[src/rtl/clkdiv_pkg.sv]
package clkdiv_pkg;

    localparam int DIV_FW        = 3;
    localparam int DIV_KINDS     = 7;
    localparam int DIV_SEL_KINDS = 2;
    localparam int DIV_CHANS     = 2;

    typedef enum logic [1:0] {
        UPD_OPEN   = 2'd0,
        UPD_COMMIT = 2'd1,
        UPD_HELD   = 2'd2
    } upd_state_t;

    // Which register (0 selection, 1 parameter) carries a kind.
    function automatic int field_reg(input int k, input int sel_kinds);
        return (k < sel_kinds) ? 0 : 1;
    endfunction

    // Low bit of the field for channel ch, kind k inside its register.
    function automatic int field_lsb(input int ch, input int k,
                                     input int sel_kinds, input int kinds,
                                     input int fw);
        if (k < sel_kinds)
            return ch * sel_kinds * fw + k * fw;
        return ch * (kinds - sel_kinds) * fw + (k - sel_kinds) * fw;
    endfunction

endpackage

[src/rtl/clkdiv_stage.sv]
module clkdiv_stage
    import clkdiv_pkg::*;
#(
    parameter int FW        = DIV_FW,
    parameter int KINDS     = DIV_KINDS,
    parameter int SEL_KINDS = DIV_SEL_KINDS,
    parameter int CHANS     = DIV_CHANS,
    parameter int REG_W     = CHANS * (KINDS - SEL_KINDS) * FW + 1,
    parameter int N_DIV     = CHANS * KINDS
) (
    input  logic                  clk,
    input  logic                  rst_n,
    input  logic                  wr_en,
    input  logic                  wr_addr,
    input  logic [REG_W-1:0]      wr_data,
    output logic                  commit_o,
    output logic [N_DIV*FW-1:0]   staged_o
);

    localparam int FLAG_BIT = REG_W - 1;

    upd_state_t state_q, state_d;
    logic       par_wr, flag_set_wr, flag_clr_wr;

    assign par_wr      = wr_en && wr_addr;
    assign flag_set_wr = par_wr &&  wr_data[FLAG_BIT];
    assign flag_clr_wr = par_wr && !wr_data[FLAG_BIT];

    // State register
    always_ff @(posedge clk or negedge rst_n) begin
        if (!rst_n)
            state_q <= UPD_OPEN;
        else
            state_q <= state_d;
    end

    // Next-state logic
    always_comb begin
        state_d = state_q;
        unique case (state_q)
            UPD_OPEN:   if (flag_set_wr) state_d = UPD_COMMIT;
            UPD_COMMIT: state_d = flag_clr_wr ? UPD_OPEN : UPD_HELD;
            UPD_HELD:   if (flag_clr_wr) state_d = UPD_OPEN;
            default:    state_d = UPD_OPEN;
        endcase
    end

    // Output logic
    always_comb begin
        commit_o = (state_q == UPD_COMMIT);
    end

    // Staging copy of every field
    for (genvar ch = 0; ch < CHANS; ch++) begin : g_ch
        for (genvar k = 0; k < KINDS; k++) begin : g_kind
            localparam int IDX = ch * KINDS + k;
            localparam int REG = field_reg(k, SEL_KINDS);
            localparam int LSB = field_lsb(ch, k, SEL_KINDS, KINDS, FW);
            logic [FW-1:0] stg_q;
            always_ff @(posedge clk or negedge rst_n) begin
                if (!rst_n)
                    stg_q <= '0;
                else if (wr_en && (wr_addr == 1'(REG)))
                    stg_q <= wr_data[LSB +: FW];
            end
            assign staged_o[IDX*FW +: FW] = stg_q;
        end
    end

endmodule

[src/rtl/clkdiv_counter.sv]
module clkdiv_counter #(
    parameter int FW = 3
) (
    input  logic          clk,
    input  logic          rst_n,
    input  logic          commit_i,
    input  logic [FW-1:0] value_i,
    output logic          en_o
);

    logic [FW-1:0] pend_q, act_q, cnt_q;
    logic          en_q;
    logic          terminal;

    assign terminal = (cnt_q == act_q);

    // Committed value, held until the divider reaches terminal count
    always_ff @(posedge clk or negedge rst_n) begin
        if (!rst_n)
            pend_q <= '0;
        else if (commit_i)
            pend_q <= value_i;
    end

    // Counting state
    always_ff @(posedge clk or negedge rst_n) begin
        if (!rst_n) begin
            cnt_q <= '0;
            act_q <= '0;
        end else if (terminal) begin
            cnt_q <= '0;
            act_q <= pend_q;
        end else begin
            cnt_q <= cnt_q + 1'b1;
        end
    end

    // Registered enable pulse
    always_ff @(posedge clk or negedge rst_n) begin
        if (!rst_n)
            en_q <= 1'b0;
        else
            en_q <= terminal;
    end

    assign en_o = en_q;

endmodule

[src/rtl/clkdiv_bank.sv]
module clkdiv_bank
    import clkdiv_pkg::*;
#(
    parameter int FW        = DIV_FW,
    parameter int KINDS     = DIV_KINDS,
    parameter int SEL_KINDS = DIV_SEL_KINDS,
    parameter int CHANS     = DIV_CHANS,
    parameter int REG_W     = CHANS * (KINDS - SEL_KINDS) * FW + 1,
    parameter int N_DIV     = CHANS * KINDS
) (
    input  logic             clk,
    input  logic             rst_n,
    input  logic             wr_en,
    input  logic             wr_addr,
    input  logic [REG_W-1:0] wr_data,
    output logic [N_DIV-1:0] div_en
);

    logic                commit_w;
    logic [N_DIV*FW-1:0] staged_w;

    clkdiv_stage #(
        .FW(FW), .KINDS(KINDS), .SEL_KINDS(SEL_KINDS),
        .CHANS(CHANS), .REG_W(REG_W), .N_DIV(N_DIV)
    ) u_stage (
        .clk      (clk),
        .rst_n    (rst_n),
        .wr_en    (wr_en),
        .wr_addr  (wr_addr),
        .wr_data  (wr_data),
        .commit_o (commit_w),
        .staged_o (staged_w)
    );

    for (genvar d = 0; d < N_DIV; d++) begin : g_div
        clkdiv_counter #(.FW(FW)) u_cnt (
            .clk      (clk),
            .rst_n    (rst_n),
            .commit_i (commit_w),
            .value_i  (staged_w[d*FW +: FW]),
            .en_o     (div_en[d])
        );
    end

endmodule

[config.mk]
export PLATFORM = sky130hd
export DESIGN_NAME = clkdiv_bank
export DESIGN_NICKNAME = d
export VERILOG_FILES = /design/src/rtl/clkdiv_pkg.sv /design/src/rtl/clkdiv_stage.sv /design/src/rtl/clkdiv_counter.sv /design/src/rtl/clkdiv_bank.sv
export SDC_FILE = /design/constraint.sdc
export NUM_CORES = 1
export LEC_CHECK = 0
export BUFFER_PORTS_ARGS = -buffer_cell sky130_fd_sc_hd__buf_2
export CORE_UTILIZATION = 45
export CTS_CLUSTER_SIZE = 24
export DETAILED_ROUTE_END_ITERATION = 16
export GPL_TIMING_DRIVEN = 0
export PLACE_DENSITY_LB_ADDON = 0.25
export SLEW_MARGIN = 20
export SYNTH_ARGS = -nofsm -noshare
export SYNTH_HDL_FRONTEND = slang
export SYNTH_SLANG_ARGS = --single-unit
[constraint.sdc]
create_clock -name clk -period 1.42 [get_ports clk]
set_input_delay 0.142 -clock clk [delete_from_list [all_inputs] [get_ports clk]]
set_output_delay 0.142 -clock clk [all_outputs]
set_load 0.05 [all_outputs]
* Yosys cells after proc, flatten, opt, wreduce, memory -nomap -nowiden
Cells that the tools add are included.
** Storage, ports and cells
- Flip-flop bits (word level) :: 184
- Bits of input ports :: 35
- Output and inout port bits :: 14
- Word-level logic and storage cells :: 129
** Operators by class
- $add $sub $neg :: 14
- Equal/unequal tests :: 18
- Multiplexer cells :: 18
- Bitwise logic cells :: 1
- Reduce and logical (&&, ||, !) cells :: 7
** Operators by type and width (number)
- 3-bit by 1-bit adder with 3-bit output (second input constant) :: 14
- 3-bit equality test :: 14
- 3-bit two-way mux :: 14
- 2-bit two-way mux :: 3
- 2-bit case mux with 3 select lines :: 1
- 1-bit logical AND :: 4
- 2-bit by 1-bit inequality test with 1-bit output (second input constant) :: 2
- 2-bit by 1-bit equality test with 1-bit output (second input constant) :: 1
- 2-bit equality test (second input constant) :: 1
- 2-bit logical NOT :: 1
- 2-bit AND reduction :: 1
- 1-bit logical NOT :: 1
- 1-bit inverter :: 1

* Longest topological paths before layout
Gate-level depths: netlist of the first run.
- Depth after elaboration :: 4
- Depth in mapped cells :: 4

* By module
A second synthesis of the first run with hierarchy kept.
** Second synthesis, totals
- Cell total of the unflattened synthesis :: 446
- Area total of the unflattened synthesis :: 7347.0 um2
** Modules (own cells, without submodules)
- clkdiv_counter :: times used 14, cells an instance 25, area an instance 397.9 um2, seq. area each 250.2 um2
- clkdiv_stage :: times used 1, cells an instance 96, area an instance 1776.7 um2, seq. area each 1101.1 um2

* Worst setup path after synthesis of the first run
Ideal clock, no wire load.
- Path type :: register to register
- From :: register g_div[0].u_cnt.cnt_q[0]
- To :: register g_div[0].u_cnt.act_q[0]
- Library setup time :: 0.125 ns
- Arrival :: 1.182 ns
- Required time :: 1.295 ns
- Slack :: 0.113 ns
- Cell stages (with the launch flop) :: 4
- Buffers on the path :: 0
- Path through :: dfrtp_1 > xor2_1 > nor3_4 > mux2_2
** Between the ends
- Cells in the longest elaborated chain, start to end :: 1
** Ends and longest elaborated chain
- start, declared :: RTL line clkdiv_counter.sv:11 : logic [FW-1:0] pend_q, act_q, cnt_q;
- start signal, assigned :: RTL line clkdiv_counter.sv:34 : cnt_q <= cnt_q + 1'b1;
- 3-bit equality test :: RTL line clkdiv_counter.sv:15 : assign terminal = (cnt_q == act_q);
- named net g_div[0].u_cnt.terminal :: RTL line clkdiv_counter.sv:13 : logic terminal;
- end signal, assigned :: RTL line clkdiv_counter.sv:32 : act_q <= pend_q;
- end, declared :: RTL line clkdiv_counter.sv:11
The timed path passes the listed nets, and every way through them passes these cells.
A chain may end at the register's enable or synchronous reset.

* Worst setup path after layout of the first run
- From :: register g_div[1].u_cnt.cnt_q[0]
- To :: register g_div[1].u_cnt.act_q[0]
** Between the ends
- Cells in the longest elaborated chain, start to end :: 1
** Ends and longest elaborated chain (RTL line)
- start, declared :: clkdiv_counter.sv:11
- start signal, assigned :: clkdiv_counter.sv:34
- 3-bit equality test :: clkdiv_counter.sv:15
- named net g_div[1].u_cnt.terminal :: clkdiv_counter.sv:13
- end signal, assigned :: clkdiv_counter.sv:32
- end, declared :: clkdiv_counter.sv:11
The timed path passes the listed nets, and every way through them passes these cells.

==> reports/qor.yml, run 1 <==
path_clk_slew_ps: 60
path_cells: "xor2_1 > nor3_4 > mux2_2"
syn_area_um2: 7335
dp_slack_ps: -18.77
dp_hpwl_mm: 7.304
overflow: 0
place.gp.congestion: 0.6899
n_antenna_cell: 0
drt_iter0_drc: 133
rows: 46
power_per_cell_area_nw_per_um2: 2395
r2r_cells: 3
synth_area_per_cell_um2: 15.71
report.final.slew_viol_count: 0
wire_per_inst_um: 14.24
synth-seq-cells: 184
cts_tree: "done"
yosysSeqAreaShare_pct: 62.78
endpoint_kind: "flip-flop"
synth_area_leaders: "dfrtp_1 (63%), mux2_2 (19%), xor2_1 (4.7%)"
grt_max_degree: 95
clk_latency_ps: 430
grt_pass1_vias: 4068
slew_headroom_pct: 55.56
min_to: "u_stage.g_ch[1].g_kind[0].stg_q[1]$_DFFE_PN0P_"
status: "completed"
timing.fmax_mhz: 712.8
crit_path_max_incr_delay_ps: 410
nets: 649
drive_gt1_share_pct: 45.19
setup_ws_ps: 17.17
ys_warn_count: 0
synth_top_area_cell: "dfrtp_1"
fin_skew_ps: 4.680
grt_setup_unrepaired: "yes"
drc_errors: 0
wirelength_mm: 11.80
antenna_left: 0
die_area_um2: 16810
core_area_um2: 15890
finalSetupViolations: 0
r2r_slack_ps: 20
port_buffers: 48
holdCritStartpoint: "wr_en"
syn_nets: 516
synth.top_cell.area_share_pct: 62.78
period_needed_ps: 1403
path_delay_family: "flip-flops"
clk_path_buf_depth: 2
drv_cap: 0
first_pass_iters: 4
root_buffer: "clkbuf_16"
clock-sinks: 184
areaGrowthSynthToFinish_pct: 24.72
worstReg2RegEnd: "g_div[1].u_cnt.act_q[0]$_DFFE_PN0N_"
die_h_um: 129.7
worstMarginPinSlew_ps: 666.7
total_power_mw: 21.91
hold_class: "in2reg"
worstSetupStartpointType: "flip-flop"
fin_hold_ws_ps: 142.6
numCtsBuffers: 17
min_path_cells: 3
vias: 3864
reg2reg_from: "g_div[1].u_cnt.cnt_q[0]$_DFF_PN0_"
crit_fanout: 7
syn-instance-count: 467
via_per_inst: 4.661
hold_viol_final: 0
power.leakage_nw: 4.307
slowest_stage: "dfrtp_1"
cp.arrival_ps: 1720
final_util_pct: 57.59
antenna_found_initial: 0
cp_num_buf_inv: 0
num_io_pins: 49
grt_pass1_wl_mm: 19.44
die_x_um: 129.7
required_ps: 1740
worstSetupPathType: "reg2reg"
synth_cell_types: 19
vdd_drop_max_uv: 1197
start_util_pct: 46.17
ctsHtreeMaxLevel: 4
grtUsageTotal_pct: 15.46
post-route-period-util_pct: 98.79
sequential cells by signal, indices dropped and copies added (netlist names):
register	count
g_div.u_cnt.act_q	42
u_stage.state_q	2
g_div.u_cnt.cnt_q	42
u_stage.g_ch.g_kind.stg_q	42
g_div.u_cnt.en_o	14
g_div.u_cnt.pend_q	42
how the worst max path moves through the flow:
stage	to	slack [ps]	depth (start not counted)	from
after floorplan	g_div[0].u_cnt.act_q[0]$_DFFE_PN0N_	110	3	g_div[0].u_cnt.cnt_q[0]$_DFF_PN0_
after global placement	u_stage.g_ch[1].g_kind[6].stg_q[0]$_DFFE_PN0N_	-2570	1	rst_n
after detailed placement	g_div[6].u_cnt.pend_q[0]$_DFFE_PN0N_	-20	4	u_stage.state_q[1]$_DFFE_PN0P_
after CTS	g_div[5].u_cnt.act_q[1]$_DFFE_PN0N_	0.1	3	g_div[5].u_cnt.cnt_q[0]$_DFF_PN0_
after global routing	g_div[0].u_cnt.act_q[0]$_DFFE_PN0N_	-40	3	g_div[0].u_cnt.cnt_q[1]$_DFF_PN0_
final	g_div[1].u_cnt.act_q[0]$_DFFE_PN0N_	20	3	g_div[1].u_cnt.cnt_q[0]$_DFF_PN0_
layout make-up:
type / instances / area (um2)
clock inverter: 14 / 180.2
timing repair buffer: 114 / 845.8
tap: 216 / 270.3
sequential: 184 / 4604
multi-input combinational: 259 / 2623
buffer: 23 / 181.4
clock buffer: 18 / 439.2
inverter: 1 / 3.754
fill: 1295 / 6738
routing by layer:
metal / global-route usage [%] / part of all wire (%) / vias up / routed length [um]
met5: 0 / 0 / - / 0
met1: 18.82 / 45 / 1964 / 5340
met2: 25.61 / 51 / 50 / 5985
met4: 5.335 / 1.1 / 0 / 124
met3: 5.409 / 3.0 / 9 / 351
li1: - / - / 1841 / -
cell usage after synthesis:
library cell,n
ha_1,14
nand2b_1,3
buf_6,4
nor4b_1,1
buf_2,5
nor3_4,13
and2b_2,1
and2_1,1
mux2_2,126
dfrtp_1,184
nor2_1,29
nand3_1,1
inv_1,1
nand2_1,1
a21oi_1,1
buf_4,14
xnor2_1,17
xor2_1,39
and2b_1,12
logic make-up (layout without fill, tap and decap cells):
kind of cell / Yosys count / count (layout) / share of synthesized area, %
buffers and inverters: 24 / 170 / 2.439
multiplexers: 126 / 126 / 19.34
flip-flops: 184 / 184 / 62.78
adder cells (fa/ha/maj): 14 / 14 / 2.388
AND/OR/NAND/NOR: 62 / 62 / 6.295
XOR/XNOR: 56 / 56 / 6.687
AO/OA/AOI/OAI: 1 / 1 / 0.06817
timing repair:
action	4_1_cts	5_1_grt
gates resized for setup	1	20
pin swaps	4	13
endpoints found under the setup margin	40	44
endpoints found under the hold margin	134	0
setup buffers	4	29
gates cloned	0	0
hold buffers	32	0
metrics by stage:
stage          area, um2  TNS (ps)  std cells
2_1_floorplan       7335         0        467
3_3_place_gp        7845   -470050        731
3_5_place_dp        7883    -186.6        732
4_1_cts             8855         0        800
5_1_grt             9148    -449.8        829
6_report            9148         0        829
worst register-to-register path, stage by stage, from the launching register on:
cell	delay, ps
dfrtp_1	410
xor2_1	170
nor3_4	340
mux2_2	370
power breakdown:
| group | switching, mW | internal [mW] | leakage (nW) |
|---|---|---|---|
| combinational | 3.51 | 4.70 | 1.76 |
| sequential | 1.32 | 7.47 | 2.23 |
| clock | 1.94 | 2.97 | 0.309 |
| total | 6.77 | 15.1 | 4.31 |
layout by cell type (no fill, tap or decap), drive strengths merged, types with 13 or more instances in the layout:
| master | count |
|---|---|
| and2b | 13 |
| buf | 105 |
| clkbuf | 18 |
| dfrtp | 184 |
| dlygate4sd3 | 32 |
| ha | 14 |
| mux2 | 126 |
| nor2 | 29 |
| nor3 | 13 |
| xnor2 | 17 |
| xor2 | 39 |
No activity file was read; power rests on OpenSTA's default activity.
==> run 2, diff against run 1 <==
BUFFER_PORTS_ARGS = default   (was -buffer_cell sky130_fd_sc_hd__buf_2)
DONT_BUFFER_PORTS = 1   (was default)
RECOVER_POWER = 100   (was default)
==> reports/qor.yml, run 2 (same netlist as run 1, synthesis figures left out) <==
grt_pass1_vias: 3846  # -5.5%
power_per_cell_area_nw_per_um2: 2437  # +1.7%
violations: "negative hold slack, negative setup slack"
worstSetupStartpointType: "flip-flop"
antenna_left: 0  # unchanged
dp_slack_ps: 1.138  # +19.91 ps
use_met2_pct: 24.32  # -1.3 points
n_antenna_cell: 0  # unchanged
slew_headroom_pct: 49.63  # -5.9 points
post-route-period-util_pct: 100.3  # +1.5 points
grt_pass1_wl_mm: 18.82  # -3.2%
clk_path_buf_depth: 2  # unchanged
multi_input_area_um2: 2608  # -0.57%
status: "finished with violations"
drv_cap: 0  # unchanged
overflow: 0  # unchanged
grt_setup_unrepaired: "yes"
worstMarginPinSlew_ps: 755.5  # +88.87 ps
cts_tree: "done"
rows: 46  # unchanged
nets: 593  # -8.6%
drt_iter0_drc: 182  # +37%
cp.arrival_ps: 1730  # about the same
drive_gt1_share_pct: 39.21  # -6.0 points
vdd_drop_max_uv: 1335  # +12%
finalSetupViolations: 3  # +3
dp_hpwl_mm: 7.100  # -2.8%
place.gp.congestion: 0.6942  # +0.62%
vias: 3712  # -3.9%
wire_per_inst_um: 14.95  # +5.0%
period_needed_ps: 1424  # +21.17 ps
worstSetupPathType: "reg2reg"
fin_cells: 772  # -6.9%
start_util_pct: 46.17  # unchanged
num_io_pins: 49  # unchanged
port_buffers: 0  # -100%
path_cells: "xor2_2 > nor3_4 > mux2_2"
clock-sinks: 184  # unchanged
fin_skew_ps: 6.341  # +1.661 ps
fillers: 1345  # +3.9%
crit_fanout: 6  # -1
layout_commonest_cell: "dfrtp_1"
die_h_um: 129.7  # unchanged
grt_max_degree: 185  # +95%
clk_latency_ps: 420  # about the same
report.final.slew_viol_count: 0  # unchanged
grt_use_met3_pct: 4.211  # -1.2 points
gr-usage-met1_pct: 18.47  # -0.34 points
areaGrowthSynthToFinish_pct: 20.10
core_area_um2: 15890  # unchanged
ctsHtreeMaxLevel: 4  # unchanged
grtUsageTotal_pct: 14.91  # -0.55 points
power.leakage_nw: 4.018  # -6.7%
timing.fmax_mhz: 702.2  # -1.5%
fin_hold_ws_ps: -584.7  # -727.2 ps
hold_buffers: 31  # -3.1%
setup_ws_ps: -3.998  # -21.17 ps
hold_class: "in2async"
crit_path_max_incr_delay_ps: 420  # about the same
final-seq-area_um2: 4604  # unchanged
path_clk_slew_ps: 60  # about the same
final_cell_mix: "dfrtp_1 (184), mux2_2 (113), buf_4 (40)"
slowest_stage: "dfrtp_1"
wirelength_mm: 11.54  # -2.2%
via_per_inst: 4.808  # +3.2%
place_inst: 683  # -6.7%
antenna_found_initial: 0  # unchanged
die_x_um: 129.7  # unchanged
numCtsBuffers: 17  # unchanged
drc_errors: 0  # unchanged
required_ps: 1730  # about the same
root_buffer: "clkbuf_16"
busiest_layer: "met2"
first_pass_iters: 4  # unchanged
endpoint_kind: "flip-flop"
die_area_um2: 16810  # unchanged
hold_viol_final: 184  # +184
[run 2: cell count changes in the layout (fill, tap and decap cells not counted), moves of 2 or more]
cell and delta:
buf_2 -50, buf_8 -2, clkinvlp_4 +2, mux2_4 -6, buf_4 -8, mux2_2 +6, clkinv_2 -3, clkinv_4 -2
clkbuf_1 +4
[run 2: final cells by class]
type | count | area share (%)
Buffer | 23 | 1.974
Multi-Input combinational cell | 259 | 29.60
Clock buffer | 19 | 5.142
Tap cell | 216 | 3.068
Sequential cell | 184 | 52.27
Clock inverter | 12 | 1.974
Inverter | 1 | 0.04261
Timing Repair Buffer | 58 | 5.923
[run 2: what timing repair did]
item,in CTS,in global routing
hold endpoints to repair,228,184
pin swaps,4,13
endpoints found under the setup margin,19,38
gates resized for setup,1,14
gates cloned,0,0
buffers inserted,5,22
[run 2: layer usage]
| layer | vias up | part of all wire [%] | wire (um) |
|---|---|---|---|
| met1 | 1921 | 44 | 5061 |
| met3 | 15 | 3.8 | 437 |
| li1 | 1728 | - | - |
| met5 | - | 0 | 0 |
| met4 | 0 | 1.7 | 193 |
| met2 | 48 | 51 | 5850 |
[run 2: final timing paths]
path                                                          start                                        endpoint  slack, ps  cells past startpoint
worst max-delay path            g_div[8].u_cnt.act_q[2]$_DFFE_PN0N_             g_div[8].u_cnt.act_q[0]$_DFFE_PN0N_         -4                      3
worst min-delay path                                          rst_n               g_div[8].u_cnt.cnt_q[1]$_DFF_PN0_       -580                      0
worst max register to register  g_div[8].u_cnt.act_q[2]$_DFFE_PN0N_             g_div[8].u_cnt.act_q[0]$_DFFE_PN0N_         -4                      3
worst min register to register       u_stage.state_q[0]$_DFFE_PN0P_                  u_stage.state_q[0]$_DFFE_PN0P_        460                      1
max in group asynchronous                                     rst_n              g_div[11].u_cnt.cnt_q[2]$_DFF_PN0_       1730                      0
min in group clk                                              wr_en  u_stage.g_ch[1].g_kind[1].stg_q[0]$_DFFE_PN0P_         40                      2
[run 2: power breakdown]
part / leakage, nW / internal, mW / switching (mW) / total (mW)
Clock: 0.303 / 3.03 / 1.95 / 4.98
Combinational: 1.48 / 4.38 / 3.30 / 7.69
Sequential: 2.23 / 7.47 / 1.33 / 8.80
[run 2: critical path, delay by kind of cell, from the launching register on]
| kind | cells | cell delay, ps |
|---|---|---|
| AND/OR/NAND/NOR | 1 | 320 |
| flip-flops | 1 | 420 |
| XOR/XNOR | 1 | 200 |
| multiplexers | 1 | 370 |
[run 2: through the flow]
stage	instance area, um2	total power [mW]	util [%]	setup TNS [ps]	hold WS [ps]
finish	8808	21.46	55.45	-8.097	-584.7
floorplan	7335	14.32	-	0	-153.6
global route	8808	22.81	55.45	-677.1	-609.5
CTS	8582	20.68	54.02	-7.071	-601.8
global placement	7605	15.05	47.87	0	-146.7
detailed placement	7605	15.42	47.87	0	-146.9
==> run 3, diff against run 2 <==
ABC_AREA = 1   (was default)
GPL_TIMING_DRIVEN = default   (was 0)
==> reports/qor.yml, run 3 <==
status: "finished with violations"
violations: "negative hold slack"
worstReg2RegEnd: "g_div[11].u_cnt.act_q[1]$_DFFE_PN0N_"
place_inst: 1053  # +54%
fin_cells: 1116  # +45%
synth_ff_type: "dfrtp_1"
synth_top_family_by_area: "simple AND/OR/NAND/NOR gates"
wire_per_inst_um: 11.96  # -20%
fin_skew_ps: 7.188  # +0.8471 ps
die_x_um: 134.1  # +3.4%
multi_input_area_um2: 2467  # -5.4%
ctsHtreeMaxLevel: 4  # unchanged
timing.fmax_mhz: 771.9  # +9.9%
async_flop_share_pct: 100.0  # unchanged
grtUsageTotal_pct: 16.51  # +1.6 points
die_area_um2: 17970  # +6.9%
synthAdderAreaFrac_pct: 2.232  # -0.16 points
crit_fanout: 7  # +1
clkPwrFrac_pct: 26.1  # +2.9 points
critical_path_depth: 4  # +1
clock-sinks: 184  # unchanged
synth_compound_area_share_pct: 2.870  # +2.8 points
hold_buffers: 31  # unchanged
power_per_cell_area_nw_per_um2: 2184  # -10%
synth.top_cell.area_share_pct: 58.67  # -4.1 points
grt_pass1_vias: 5124  # +33%
total_power_mw: 19.39  # -9.7%
report.final.slew_viol_count: 0  # unchanged
r2r_slack_ps: 120  # +130 ps
worstSetupPathType: "reg2reg"
path_clk_slew_ps: 70  # about the same
critPathCapture: "g_div[11].u_cnt.act_q[1]$_DFFE_PN0N_"
fillers: 1572  # +17%
crit_path_max_incr_delay_ps: 390  # -30 ps
slowest_stage: "dfrtp_1"
endpoint_kind: "flip-flop"
synth_mux_area_share_pct: 1.291  # -18 points
die_h_um: 134.1  # +3.4%
period_needed_ps: 1296  # -128.5 ps
required_ps: 1740  # about the same
post-route-period-util_pct: 91.23  # -9.0 points
nets: 932  # +57%
hold_class: "in2async"
antenna_left: 0  # unchanged
yosysSeqAreaShare_pct: 58.67  # -4.1 points
clk_latency_ps: 430  # about the same
final-seq-area_um2: 4604  # unchanged
synth_area_leaders: "dfrtp_1 (59%), nand2_1 (14%), inv_1 (6.1%)"
start_util_pct: 46.66  # +0.49 points
drc_errors: 0  # unchanged
syn_nets: 905  # +75%
num_io_pins: 49  # unchanged
hold_viol_final: 184  # unchanged
fin_hold_ws_ps: -598.1  # -13.40 ps
antenna_found_initial: 0  # unchanged
synth_edf_count: 0  # unchanged
r2r_cells: 4  # +1
port_buffers: 0  # unchanged
syn-instance-count: 856  # +83%
yosysMostFrequentCell: "nand2_1"
syn_area_um2: 7848  # +7.0%
drv_cap: 0  # unchanged
synth-seq-cells: 184  # unchanged
final_cell_mix: "nand2_1 (301), dfrtp_1 (184), inv_1 (130)"
p_sw_share_pct: 36.27  # +5.6 points
synth_cell_types: 21  # +2
tns_ps: 0  # +8.097 ps
grt_setup_unrepaired: "no"
synth_area_per_cell_um2: 9.168  # -42%
drt_iter0_drc: 355  # +95%
cp_num_buf_inv: 0  # unchanged
power.leakage_nw: 4.914  # +22%
path_cells: "xnor2_1 > nand3_1 > nand2_1 > nand2_1"
numCtsBuffers: 17  # unchanged
vdd_drop_max_uv: 1194  # -11%
grt_max_degree: 185  # unchanged
worstMarginPinSlew_ps: 500.5  # -255.0 ps
grt_pass1_wl_mm: 23.39  # +24%
netSwitchingPower_mw: 7.032  # +6.8%
ys_warn_count: 0  # unchanged
synthTopCellsByCount: "nand2_1 (301), dfrtp_1 (184), inv_1 (128)"
path_delay_family: "simple AND/OR/NAND/NOR gates"
pwr-share-seq_pct: 45.6  # +4.6 points
areaGrowthSynthToFinish_pct: 13.14
slew_headroom_pct: 66.63  # +17 points
finalSetupViolations: 0  # -3
crit_top_cell: "nand2_1"
overflow: 0  # unchanged
combPwrFrac_pct: 28.3  # -7.5 points
dp_hpwl_mm: 8.330  # +17%
cts_resized: 0  # -1
reg2reg_from: "g_div[11].u_cnt.act_q[1]$_DFFE_PN0N_"
vias: 5249  # +41%
cts_tree: "done"
clk_path_buf_depth: 2  # unchanged
synthXorXnorAreaFrac_pct: 3.221  # -3.5 points
layout_commonest_cell: "nand2_1"
via_per_inst: 4.703  # -2.2%
core_area_um2: 16820  # +5.9%
drive_gt1_share_pct: 5.804  # -33 points
p_int_mw: 12.36  # -17%
n_antenna_cell: 0  # unchanged
startpoint: "g_div[11].u_cnt.act_q[1]$_DFFE_PN0N_"
yosys.area_share.simple_pct: 22.80  # +17 points
place.gp.congestion: 0.7679  # +11%
synth_top_area_cell: "dfrtp_1"
first_pass_iters: 4  # unchanged
worstSetupStartpointType: "flip-flop"
cp.arrival_ps: 1620  # -110 ps
rows: 47  # +2.2%
root_buffer: "clkbuf_16"
wirelength_mm: 13.35  # +16%
==> run 3: cell types whose count changed in the layout (fill, tap and decap cells not counted), sizes merged, moves of 8 or more <==
| cell | delta |
|---|---|
| nand2 | +302 |
| inv | +135 |
| mux2 | -118 |
| nand3 | +46 |
| nand4 | +42 |
| buf | -38 |
| o21ai | +34 |
| xor2 | -28 |
| and2b | -13 |
| nor3 | -13 |
| a21oi | +10 |
| nor2 | -8 |
==> run 3: stage by stage <==
step | cell area, um2 | setup WS, ps | util [%] | hold slack, ps
6_report | 8879 | 124.5 | 52.79 | -598.1
4_1_cts | 8982 | 169.6 | 53.41 | -614.4
5_1_grt | 8879 | 14.89 | 52.79 | -630.8
3_5_place_dp | 8040 | 233.1 | 47.81 | -144.6
2_1_floorplan | 7848 | 364.8 | - | -153.6
3_3_place_gp | 8040 | 260.1 | 47.81 | -147.5
==> run 3: area by class of cell <==
cell class,instances,area share (%)
Tap cell,220,3.100
Clock inverter,14,2.170
Timing Repair Buffer,41,4.594
Multi-Input combinational cell,508,27.79
Clock buffer,18,4.946
Inverter,131,5.538
Sequential cell,184,51.86
==> run 3: routing by layer <==
metal	up-vias	wire [um]	share of wire, %	track usage [%]
li1	2698	-	-	-
met1	2471	6619	50	21.53
met2	66	6125	46	26.45
met3	14	425	3.2	4.497
met4	0	178	1.3	5.993
met5	-	0	0	0
==> run 3: repair_timing <==
action,CTS,global route
setup buffers,0,0
endpoints found under the setup margin,0,0
hold endpoints to repair,228,184
==> run 3: worst min path at each step <==
stage	from	endpoint	slack [ps]	cells after the start
floorplan	rst_n	g_div[0].u_cnt.act_q[0]$_DFFE_PN0N_	-150	0
global route	rst_n	g_div[7].u_cnt.en_o$_DFF_PN0_	-630	0
detailed placement	rst_n	g_div[9].u_cnt.en_o$_DFF_PN0_	-140	0
global placement	rst_n	g_div[12].u_cnt.en_o$_DFF_PN0_	-150	0
CTS	rst_n	u_stage.g_ch[1].g_kind[3].stg_q[2]$_DFFE_PN0N_	-610	0
finish	rst_n	g_div[7].u_cnt.en_o$_DFF_PN0_	-600	0
==> run 3: power by group through the flow <==
stage          Combinational (mW)  Sequential (mW)  Clock, mW
2_1_floorplan                5.27             8.19          0
3_3_place_gp                 5.51             8.91          0
3_5_place_dp                 5.69             8.94          0
4_1_cts                      5.79             8.87       5.20
5_1_grt                      6.52             9.11       5.41
6_report                     5.48             8.85       5.06
==> run 3: cell families (layout without fill, tap and decap cells) <==
group,count (synthesis),after routing
XOR/XNOR,28,28
AND/OR/NAND/NOR,413,413
flip-flops,184,184
AO/OA/AOI/OAI,45,45
multiplexers,8,8
adder cells (fa/ha/maj),14,14
buffers and inverters,164,204
